==> config.mk <==
export PLATFORM = sky130hd
export DESIGN_NAME = eesel_top
export DESIGN_NICKNAME = d
export VERILOG_FILES = /design/src/rtl/eesel_pkg.sv /design/src/rtl/eesel_bus_cond.sv /design/src/rtl/eesel_shift.sv /design/src/rtl/eesel_match.sv /design/src/rtl/eesel_prot.sv /design/src/rtl/eesel_top.sv
export SDC_FILE = /design/constraint.sdc
export NUM_CORES = 1
export LEC_CHECK = 0
export BUFFER_PORTS_ARGS = -buffer_cell sky130_fd_sc_hd__buf_2
export CORE_MARGIN = 1
export CORE_UTILIZATION = 49
export DETAILED_ROUTE_END_ITERATION = 12
export GPL_TIMING_DRIVEN = 0
export PLACE_DENSITY = 0.83
export REMOVE_ABC_BUFFERS = 1
export SLEW_MARGIN = 20
export SYNTH_ARGS = -nofsm -noshare
export SYNTH_HDL_FRONTEND = slang
export SYNTH_SLANG_ARGS = --single-unit
==> constraint.sdc <==
create_clock -name clk -period 1.76 [get_ports clk]
set_input_delay 0.528 -clock clk [delete_from_list [all_inputs] [get_ports clk]]
set_output_delay 0.528 -clock clk [all_outputs]
set_load 0.05 [all_outputs]
==> src/rtl/eesel_pkg.sv <==
// Package: shared codes and types of the select-code decoder.
// Assumes an eight-bit select byte, type code in the upper nibble.
package eesel_pkg;
    localparam int SEL_W = 8;
    localparam logic [3:0] ARRAY_TYPE = 4'b1010;
    localparam logic [3:0] PROT_TYPE  = 4'b0110;
    localparam logic [2:0] SET_CE     = 3'b001;
    localparam logic [2:0] CLR_CE     = 3'b011;

    typedef enum logic [2:0] {
        ST_IDLE,
        ST_SHIFT,
        ST_ACK,
        ST_HOLD,
        ST_STANDBY
    } bus_state_t;

    typedef enum logic [1:0] {
        OP_NONE,
        OP_SET,
        OP_CLR,
        OP_PERM
    } prot_op_t;
endpackage

==> src/rtl/eesel_bus_cond.sv <==
// Module: bus condition detector.
// Detects Start, Stop and both clock edges from one cycle of history.
// Assumes scl/sda are already synchronised to clk.
module eesel_bus_cond (
    input  logic clk,
    input  logic rst_n,
    input  logic scl,
    input  logic sda,
    output logic start_det,
    output logic stop_det,
    output logic scl_rise,
    output logic scl_fall
);
    logic scl_q;
    logic sda_q;

    // Keep the previous line samples; the idle bus level is high.
    always_ff @(posedge clk) begin
        if (!rst_n) begin
            scl_q <= 1'b1;
            sda_q <= 1'b1;
        end else begin
            scl_q <= scl;
            sda_q <= sda;
        end
    end

    // Classify the current transition of the two lines.
    always_comb begin
        start_det = scl_q & scl & sda_q & ~sda;
        stop_det  = scl_q & scl & ~sda_q & sda;
        scl_rise  = ~scl_q & scl;
        scl_fall  = scl_q & ~scl;
    end
endmodule

==> src/rtl/eesel_shift.sv <==
// Module: select-byte shift register.
// Shifts data in MSB first on each rising clock edge and flags a full byte.
// Assumes the caller pulses clear on every Start.
module eesel_shift #(
    parameter int BYTE_W = 8,
    localparam int CNT_W = $clog2(BYTE_W + 1)
) (
    input  logic              clk,
    input  logic              rst_n,
    input  logic              clear,
    input  logic              enable,
    input  logic              scl_rise,
    input  logic              sda,
    output logic [BYTE_W-1:0] byte_o,
    output logic              full
);
    logic [CNT_W-1:0] cnt;

    // Collect bits and count them; stop counting once a byte is in.
    always_ff @(posedge clk) begin
        if (!rst_n || clear) begin
            byte_o <= '0;
            cnt    <= '0;
        end else if (enable && scl_rise && !full) begin
            byte_o <= {byte_o[BYTE_W-2:0], sda};
            cnt    <= cnt + 1'b1;
        end
    end

    // The byte is complete when all bits have been counted.
    always_comb full = (cnt == CNT_W'(BYTE_W));

    p_cnt_bound_r2: assert property (@(posedge clk) disable iff (!rst_n)
        cnt <= CNT_W'(BYTE_W));
endmodule

==> src/rtl/eesel_match.sv <==
// Module: select-code matcher.
// Decides from a complete byte whether to acknowledge and which protection
// operation it requests. Assumes the byte is stable while it is evaluated.
module eesel_match
    import eesel_pkg::*;
(
    input  logic [SEL_W-1:0] sel_byte,
    input  logic [2:0]       ce_strap,
    input  logic             a0_hv,
    input  logic             perm_flag,
    output logic             accept,
    output prot_op_t         op
);
    logic [3:0] type_code;
    logic [2:0] ce_code;
    logic       rw;
    logic       array_hit;
    logic       set_hit;
    logic       clr_hit;
    logic       perm_hit;
    logic       prot_hit;

    // Split the byte into its fields.
    always_comb begin
        type_code = sel_byte[7:4];
        ce_code   = sel_byte[3:1];
        rw        = sel_byte[0];
    end

    // Match the fields against the type codes, the straps and the A0 level.
    always_comb begin
        array_hit = (type_code == ARRAY_TYPE) && (ce_code == ce_strap);
        set_hit   = (type_code == PROT_TYPE) && a0_hv && (ce_code == SET_CE);
        clr_hit   = (type_code == PROT_TYPE) && a0_hv && (ce_code == CLR_CE);
        perm_hit  = (type_code == PROT_TYPE) && !a0_hv && (ce_code == ce_strap);
        prot_hit  = set_hit || clr_hit || perm_hit;
    end

    // Reads of protection state always pass; writes are refused once permanent.
    always_comb begin
        accept = array_hit || (prot_hit && (rw || !perm_flag));
        op     = OP_NONE;
        if (prot_hit && !rw && !perm_flag) begin
            if (set_hit)      op = OP_SET;
            else if (clr_hit) op = OP_CLR;
            else              op = OP_PERM;
        end
    end
endmodule

==> src/rtl/eesel_prot.sv <==
// Module: protection flag store.
// Applies one operation per pulse. Assumes the matcher has already
// refused writes while the permanent flag is set.
module eesel_prot
    import eesel_pkg::*;
(
    input  logic     clk,
    input  logic     rst_n,
    input  logic     apply,
    input  prot_op_t op,
    output logic     prot_active,
    output logic     prot_perm
);
    // Update the flags when an accepted command is applied.
    always_ff @(posedge clk) begin
        if (!rst_n) begin
            prot_active <= 1'b0;
            prot_perm   <= 1'b0;
        end else if (apply && !prot_perm) begin
            case (op)
                OP_SET:  prot_active <= 1'b1;
                OP_CLR:  prot_active <= 1'b0;
                OP_PERM: begin
                    prot_active <= 1'b1;
                    prot_perm   <= 1'b1;
                end
                default: ;
            endcase
        end
    end

    p_perm_sticky_r9: assert property (@(posedge clk) disable iff (!rst_n)
        prot_perm |=> prot_perm);
    p_perm_active_r8: assert property (@(posedge clk) disable iff (!rst_n)
        prot_perm |-> prot_active);
endmodule

==> src/rtl/eesel_top.sv <==
// Module: serial EEPROM select-code decoder (top).
// Sequences Start, select byte, ninth-clock acknowledge and selection.
// Assumes synchronised line samples and an open-drain data line outside.
module eesel_top
    import eesel_pkg::*;
(
    input  logic       clk,
    input  logic       rst_n,
    input  logic       scl,
    input  logic       sda,
    input  logic [2:0] ce_strap,
    input  logic       a0_hv,
    input  logic       pwr_good,
    output logic       sda_pull,
    output logic       selected,
    output logic       rd_wr,
    output logic       prot_active,
    output logic       prot_perm
);
    logic             start_det;
    logic             stop_det;
    logic             scl_rise;
    logic             scl_fall;
    logic [SEL_W-1:0] sel_byte;
    logic             byte_full;
    logic             accept;
    prot_op_t         op;
    logic             decide;
    bus_state_t       state;
    logic             ack_rise_seen;

    eesel_bus_cond u_cond (
        .clk       (clk),
        .rst_n     (rst_n),
        .scl       (scl),
        .sda       (sda),
        .start_det (start_det),
        .stop_det  (stop_det),
        .scl_rise  (scl_rise),
        .scl_fall  (scl_fall)
    );

    eesel_shift #(.BYTE_W(SEL_W)) u_shift (
        .clk      (clk),
        .rst_n    (rst_n),
        .clear    (start_det),
        .enable   (state == ST_SHIFT),
        .scl_rise (scl_rise),
        .sda      (sda),
        .byte_o   (sel_byte),
        .full     (byte_full)
    );

    eesel_match u_match (
        .sel_byte  (sel_byte),
        .ce_strap  (ce_strap),
        .a0_hv     (a0_hv),
        .perm_flag (prot_perm),
        .accept    (accept),
        .op        (op)
    );

    // The byte is judged on the falling edge that closes its eighth bit.
    always_comb decide = (state == ST_SHIFT) && byte_full && scl_fall;

    eesel_prot u_prot (
        .clk         (clk),
        .rst_n       (rst_n),
        .apply       (decide && accept && pwr_good),
        .op          (op),
        .prot_active (prot_active),
        .prot_perm   (prot_perm)
    );

    // Transfer sequencing: Start, byte, acknowledge, then hold or standby.
    always_ff @(posedge clk) begin
        if (!rst_n || !pwr_good) begin
            state         <= ST_IDLE;
            ack_rise_seen <= 1'b0;
            rd_wr         <= 1'b0;
        end else if (start_det) begin
            state         <= ST_SHIFT;
            ack_rise_seen <= 1'b0;
        end else if (stop_det) begin
            state         <= ST_IDLE;
        end else begin
            case (state)
                ST_SHIFT: if (decide) begin
                    state <= accept ? ST_ACK : ST_STANDBY;
                    if (accept) rd_wr <= sel_byte[0];
                end
                ST_ACK: begin
                    if (scl_rise) ack_rise_seen <= 1'b1;
                    if (scl_fall && ack_rise_seen) state <= ST_HOLD;
                end
                default: ;
            endcase
        end
    end

    // Decode the outputs from the sequence state.
    always_comb begin
        sda_pull = (state == ST_ACK);
        selected = (state == ST_ACK) || (state == ST_HOLD);
    end

    p_no_pull_unpowered_r11: assert property (@(posedge clk) disable iff (!rst_n)
        !pwr_good |=> !sda_pull && !selected);
    p_stop_releases_r12: assert property (@(posedge clk) disable iff (!rst_n)
        stop_det |=> !sda_pull && !selected);
    p_pull_edge_low_r13: assert property (@(posedge clk) disable iff (!rst_n || !pwr_good)
        ($rose(sda_pull) || $fell(sda_pull)) |-> !scl);
    p_no_ack_idle_r1: assert property (@(posedge clk) disable iff (!rst_n)
        (state == ST_IDLE && !start_det) |=> !sda_pull);
endmodule

# == After elaboration in Yosys (flattened, before gate mapping) ==
# Index checks and enable logic that the tools add are counted.
# totals
regBits,21
input_bits,9
output_inout_bits,5
# classes
addsub,1
eq_ne,16
n_mux,10
n_bitwise,13
reduce_logical,42
# op_table
cell,n
1-bit logical AND,17
3-bit by 2-bit == test with 1-bit output (second input constant),3
3-bit two-way mux,3
3-bit AND reduction,3
4-bit == test (second input constant),2
1-bit bitwise AND,7
1-bit logical OR,7
3-bit by 1-bit == test with 1-bit output (second input constant),2
1-bit zero test,6
1-bit inverter,6
3-bit one-hot mux with 2 select lines,1
5-bit AND reduction,1
4-bit by 1-bit adder with 4-bit output (second input constant),1
2-bit == test (second input constant),2
4-bit by 3-bit == test with 1-bit output (second input constant),1
2-bit two-way mux,2
4-bit by 1-bit inequality test with 1-bit output (second input constant),1
4-bit by 3-bit inequality test with 1-bit output (second input constant),1
2-bit AND reduction,2
2-bit nonzero test,2
4-bit nonzero test,1
2-bit OR reduction,2
3-bit == test,1
1-bit two-way mux,3
other kinds (5),5

# == Depth between registers and ports, before layout ==
# depth
word_depth,12
ltp_mapped,7

# == Hierarchy ==
# Synthesis repeated with hierarchy kept, for this count alone.
# hier_totals
cells_unflattened,121
area_unflattened_um2,1088.5
# by_module_without_submodules
mod,instances,cells_per_inst,area_each_um2,seq_area_each_um2
eesel_shift,1,55,519.2,240.2
eesel_top,1,31,276.5,100.1
eesel_match,1,19,125.1,0.0
eesel_bus_cond,1,8,85.1,40.0
eesel_prot,1,8,82.6,40.0

# == Worst setup path after synthesis ==
# OpenSTA, ideal clock, no wires.
# synth_path
path_type,flip-flop to output port
startpoint,reg state[1]
endpoint,out sda_pull
t_arrival_ns,1.924
required_ns,1.232
slack_ns,-0.692
stages_incl_launch_ff,3
cell_sequence,dfxtp_1 -> nor2b_1 -> nor2b_1
# synth_via
elab_chain_cells,1
# synth_lines
element,line_no,source
start: declaration,eesel_top.sv:29,bus_state_t state;
start signal: assignment,eesel_top.sv:89,state <= accept ? ST_ACK : ST_STANDBY;
3-bit by 2-bit == test with 1-bit output,eesel_top.sv:103,sda_pull = (state == ST_ACK);
end: declaration,eesel_top.sv:14,"output logic sda_pull,"
# No other way between the ends.

# == Final worst setup path ==
# layout_path
startpoint,reg u_shift.cnt[0]
endpoint,reg u_prot.prot_active
# layout_via
elab_chain_cells,7
# layout_lines
element,line_no,source
start: declaration,eesel_shift.sv:17,logic [CNT_W-1:0] cnt;
start signal: assignment,eesel_shift.sv:26,cnt <= cnt + 1'b1;
4-bit == test,eesel_shift.sv:31,always_comb full = (cnt == CNT_W'(BYTE_W));
1-bit logical AND (2 in a row),eesel_top.sv:64,always_comb decide = (state == ST_SHIFT) && byte_full && scl_fall;
1-bit logical AND (2 in a row),eesel_top.sv:69,".apply (decide && accept && pwr_good),"
1-bit logical AND,eesel_prot.sv:19,end else if (apply && !prot_perm) begin
2-bit AND reduction (no source line),-,
end signal: assignment,eesel_prot.sv:21,OP_SET: prot_active <= 1'b1;
end signal: assignment,eesel_prot.sv:22,OP_CLR: prot_active <= 1'b0;
end signal: assignment,eesel_prot.sv:24,prot_active <= 1'b1;
end: declaration,eesel_prot.sv:11,"output logic prot_active,"
# No other way between the ends.
# A chain may end at the register's enable or synchronous reset.

==> metrics <==
Pre-antenna DRT Iters 3; Post-DP HPWL 1.403 mm; Die Y 47.06 microns; Yosys top cell area share 42.26%; CP max FO 2; placed cell area 0.001101 sq mm; routed length on met2 1.018 mm; cell area after layout 0.001199 sq mm; Routability Congestion 0.7202; Iteration-0 DRC Markers 17; worst path arrival time 2080 ps; skew final 12.81 ps; synth warn 0; post-detailed-route wirelength per cell 13.26 microns; initial antenna violation count 0; TritonCTS clock tree built; top post-synthesis cells by area dfxtp_1, mux2i_1, nor2_1, xor2_1, ha_1; Core Footprint 0.001821 sq mm; met3 wire length 58 microns; reg-to-reg critical path startpoint u_shift.cnt[0]; # setup viols final 1; Yosys cell types 32; Post-synth EDFFs 0; starting density of the core 54.64%; main flop type after synthesis dfxtp_1; crit end category flip-flop; Detail Route Antenna Nets 0; ys async rst share 0%; FF-to-FF setup slack -110 ps; antenna cells 0; Total Wirelength 2.042 mm; H-tree depth 1; Pleak 0.4800 nW; drc violations 0; r2r worst-path depth 7; Yosys top cell by area dfxtp_1; Rel. slew slack 68.33%; Hold WC Path Type primary input to flip-flop; clock network power share 31.0%; Critical Path RT 1970 ps; CTS Sinks 21; fin crit share 106.3%; Worst Setup Slack, final -110.1 ps; outcome complete, but fails checks; IO Pins 14; vias in the first global route 794; Tot Pwr 0.0007787 W; Port Buffers 13; Worst setup SP type flip-flop; CP Capture Point u_prot.prot_active; fin. max-slew vios 0; met1 WL 944 microns; CP Launch Point u_shift.cnt[0]; clk_lat worst skew 310 ps; Max VDD drop 0.0005016 V; Core Rows 15; Gate power share 7.0%; Setup Crit Path Kind flip-flop to flip-flop; sequential-to-total area share from yosys stat 42.26%; FMAX 0.5347 GHz; crit path time final 1870 ps; CTS buffer count 3; worst slew pin tran 470.8 ps; Syn Inst Count 108; Clock Pin Slew Worst Setup and Hold Paths 130 ps; endpoints failing hold 0; Root Driver clkbuf_4; first-pass GRT wire length 3.249 mm; Die Area 0.002214 sq mm; max_cap viols 0; NetSw 0.0001925 W; Area Overhead vs Synth 20.50%; hold path depth 2; Seq pwr share 62.0%; Fillers 167; fin nets 141; total gr overflow 0; largest net degree at the start of global routing 13; synthesized area per cell 9.210 sq um; Clock Path Buffers 2; layout cells sized above 1 26.36%; failing checks setup timing; All-Layer GR Usage 21.32%; die width 47.06 microns; Top Layer Used met4; Yosys reg bits 21; vias per cell 5.351; P per Cell Area 649.7 mW/mm^2; Internal Pwr Total 0.0005862 W; worst r2r dst u_prot.prot_active; Mapped Area 994.7 sq um; via count 824; unrepaired setup endpoints after global routing true; Sw Ratio 24.72%
==> stage by stage <==
step	hold slack, ps	instances	util (%)	TNS (ps)	setup WS, ps
after global placement	467.0	144	59.45	-19480	-1684
after floorplan	472.1	106	-	-14460	-1212
final	434.6	154	65.84	-110.1	-110.1
after global routing	424.7	154	65.84	-393.0	-163.6
after CTS	432.5	154	65.36	-92.55	-92.55
after detailed placement	469.3	146	60.48	-5211	-573.0
==> power groups by stage <==
stage	clock network (W)	registers, W	logic, W
3_5_place_dp	0	0.000494	0.0000502
3_3_place_gp	0	0.000493	0.0000456
6_report	0.000241	0.000483	0.0000545
5_1_grt	0.000271	0.000484	0.0000608
4_1_cts	0.000246	0.000483	0.0000537
2_1_floorplan	0	0.000492	0.0000258
==> cells by family (layout without fill, tap and decap cells) <==
logic type,after synthesis,after routing,synth area share (%)
and+or+nand+nor,43,43,24.40
buffers and inverters,7,28,2.767
muxes,9,9,9.057
adders and majority gates,2,2,2.515
AOI/OAI and AO/OA,19,19,12.83
DFF,21,21,42.26
xor gates and xnor gates,7,7,6.164
==> synthesized netlist by cell type, drive strengths merged (3+ instances only) <==
| master | n |
|---|---|
| a21oi | 4 |
| dfxtp | 21 |
| nand2b | 4 |
| nor3 | 4 |
| nor2 | 15 |
| nand3b | 3 |
| nor2b | 3 |
| nand2 | 4 |
| o21ai | 3 |
| xor2 | 5 |
| mux2i | 9 |
| inv | 5 |
==> metal layers <==
layer  vias up  track usage (%)
met5         -                0
met4         0            9.143
met3         2            7.308
met2        12            36.11
met1       383            24.36
li1        427                -
==> critical path: stages, from the launching register on <==
cell	delay [ps]
dfxtp_2	350
inv_2	40
ha_1	130
and3b_2	190
nand3b_1	120
or4_4	500
o311a_1	300
a21o_1	150
==> registers in the layout, indices dropped and copies added (netlist names) <==
signal and flops:
ack_rise_seen 1, u_prot.prot_active 1, u_cond.scl_q 1, u_cond.sda_q 1
u_prot.prot_perm 1, u_shift.cnt 4, state 3, rd_wr 1
u_shift.byte_o 8
==> layout by cell type (no fill, tap or decap), types with 2 or more instances in the layout <==
cell type,count
nand2b_1,4
nand3b_1,3
a21o_1,2
mux2i_1,9
ha_1,2
nor2_1,15
nor3_1,4
o21ai_0,2
nand4bb_1,2
buf_6,2
xnor2_1,2
a22o_1,2
nor2b_1,2
nand2_1,4
dfxtp_2,4
xor2_1,5
buf_4,5
o31ai_1,2
a21oi_1,4
clkbuf_4,3
a31oi_1,2
inv_1,4
buf_2,12
dfxtp_1,16
==> worst min-delay path by stage <==
stage	slack, ps	to	start
2_1_floorplan	470	u_shift.cnt[3]	u_shift.cnt[3]
3_3_place_gp	470	rd_wr	rd_wr
3_5_place_dp	470	rd_wr	rd_wr
4_1_cts	430	u_cond.scl_q	rst_n
5_1_grt	420	u_cond.sda_q	rst_n
6_report	430	u_cond.scl_q	rst_n
==> timing repair <==
action | in CTS | in global routing
endpoints found under the hold margin | 0 | 0
setup endpoints to repair | 15 | 5
pin swaps | 3 | 0
hold buffers | 0 | 0
gates resized for setup | 12 | 4
buffers inserted | 4 | 0
==> layout make-up <==
class                           instances  area (sq um)  area share [%]
Sequential cell                        21         429.2           35.80
Timing Repair Buffer                   19         120.1           10.02
Tap cell                               25         31.28           2.610
Clock inverter                          1         5.005          0.4175
Clock buffer                            3         22.52           1.879
Inverter                                5         18.77           1.566
Multi-Input combinational cell         80         571.8           47.70
Power figures use the tool's default switching activity.
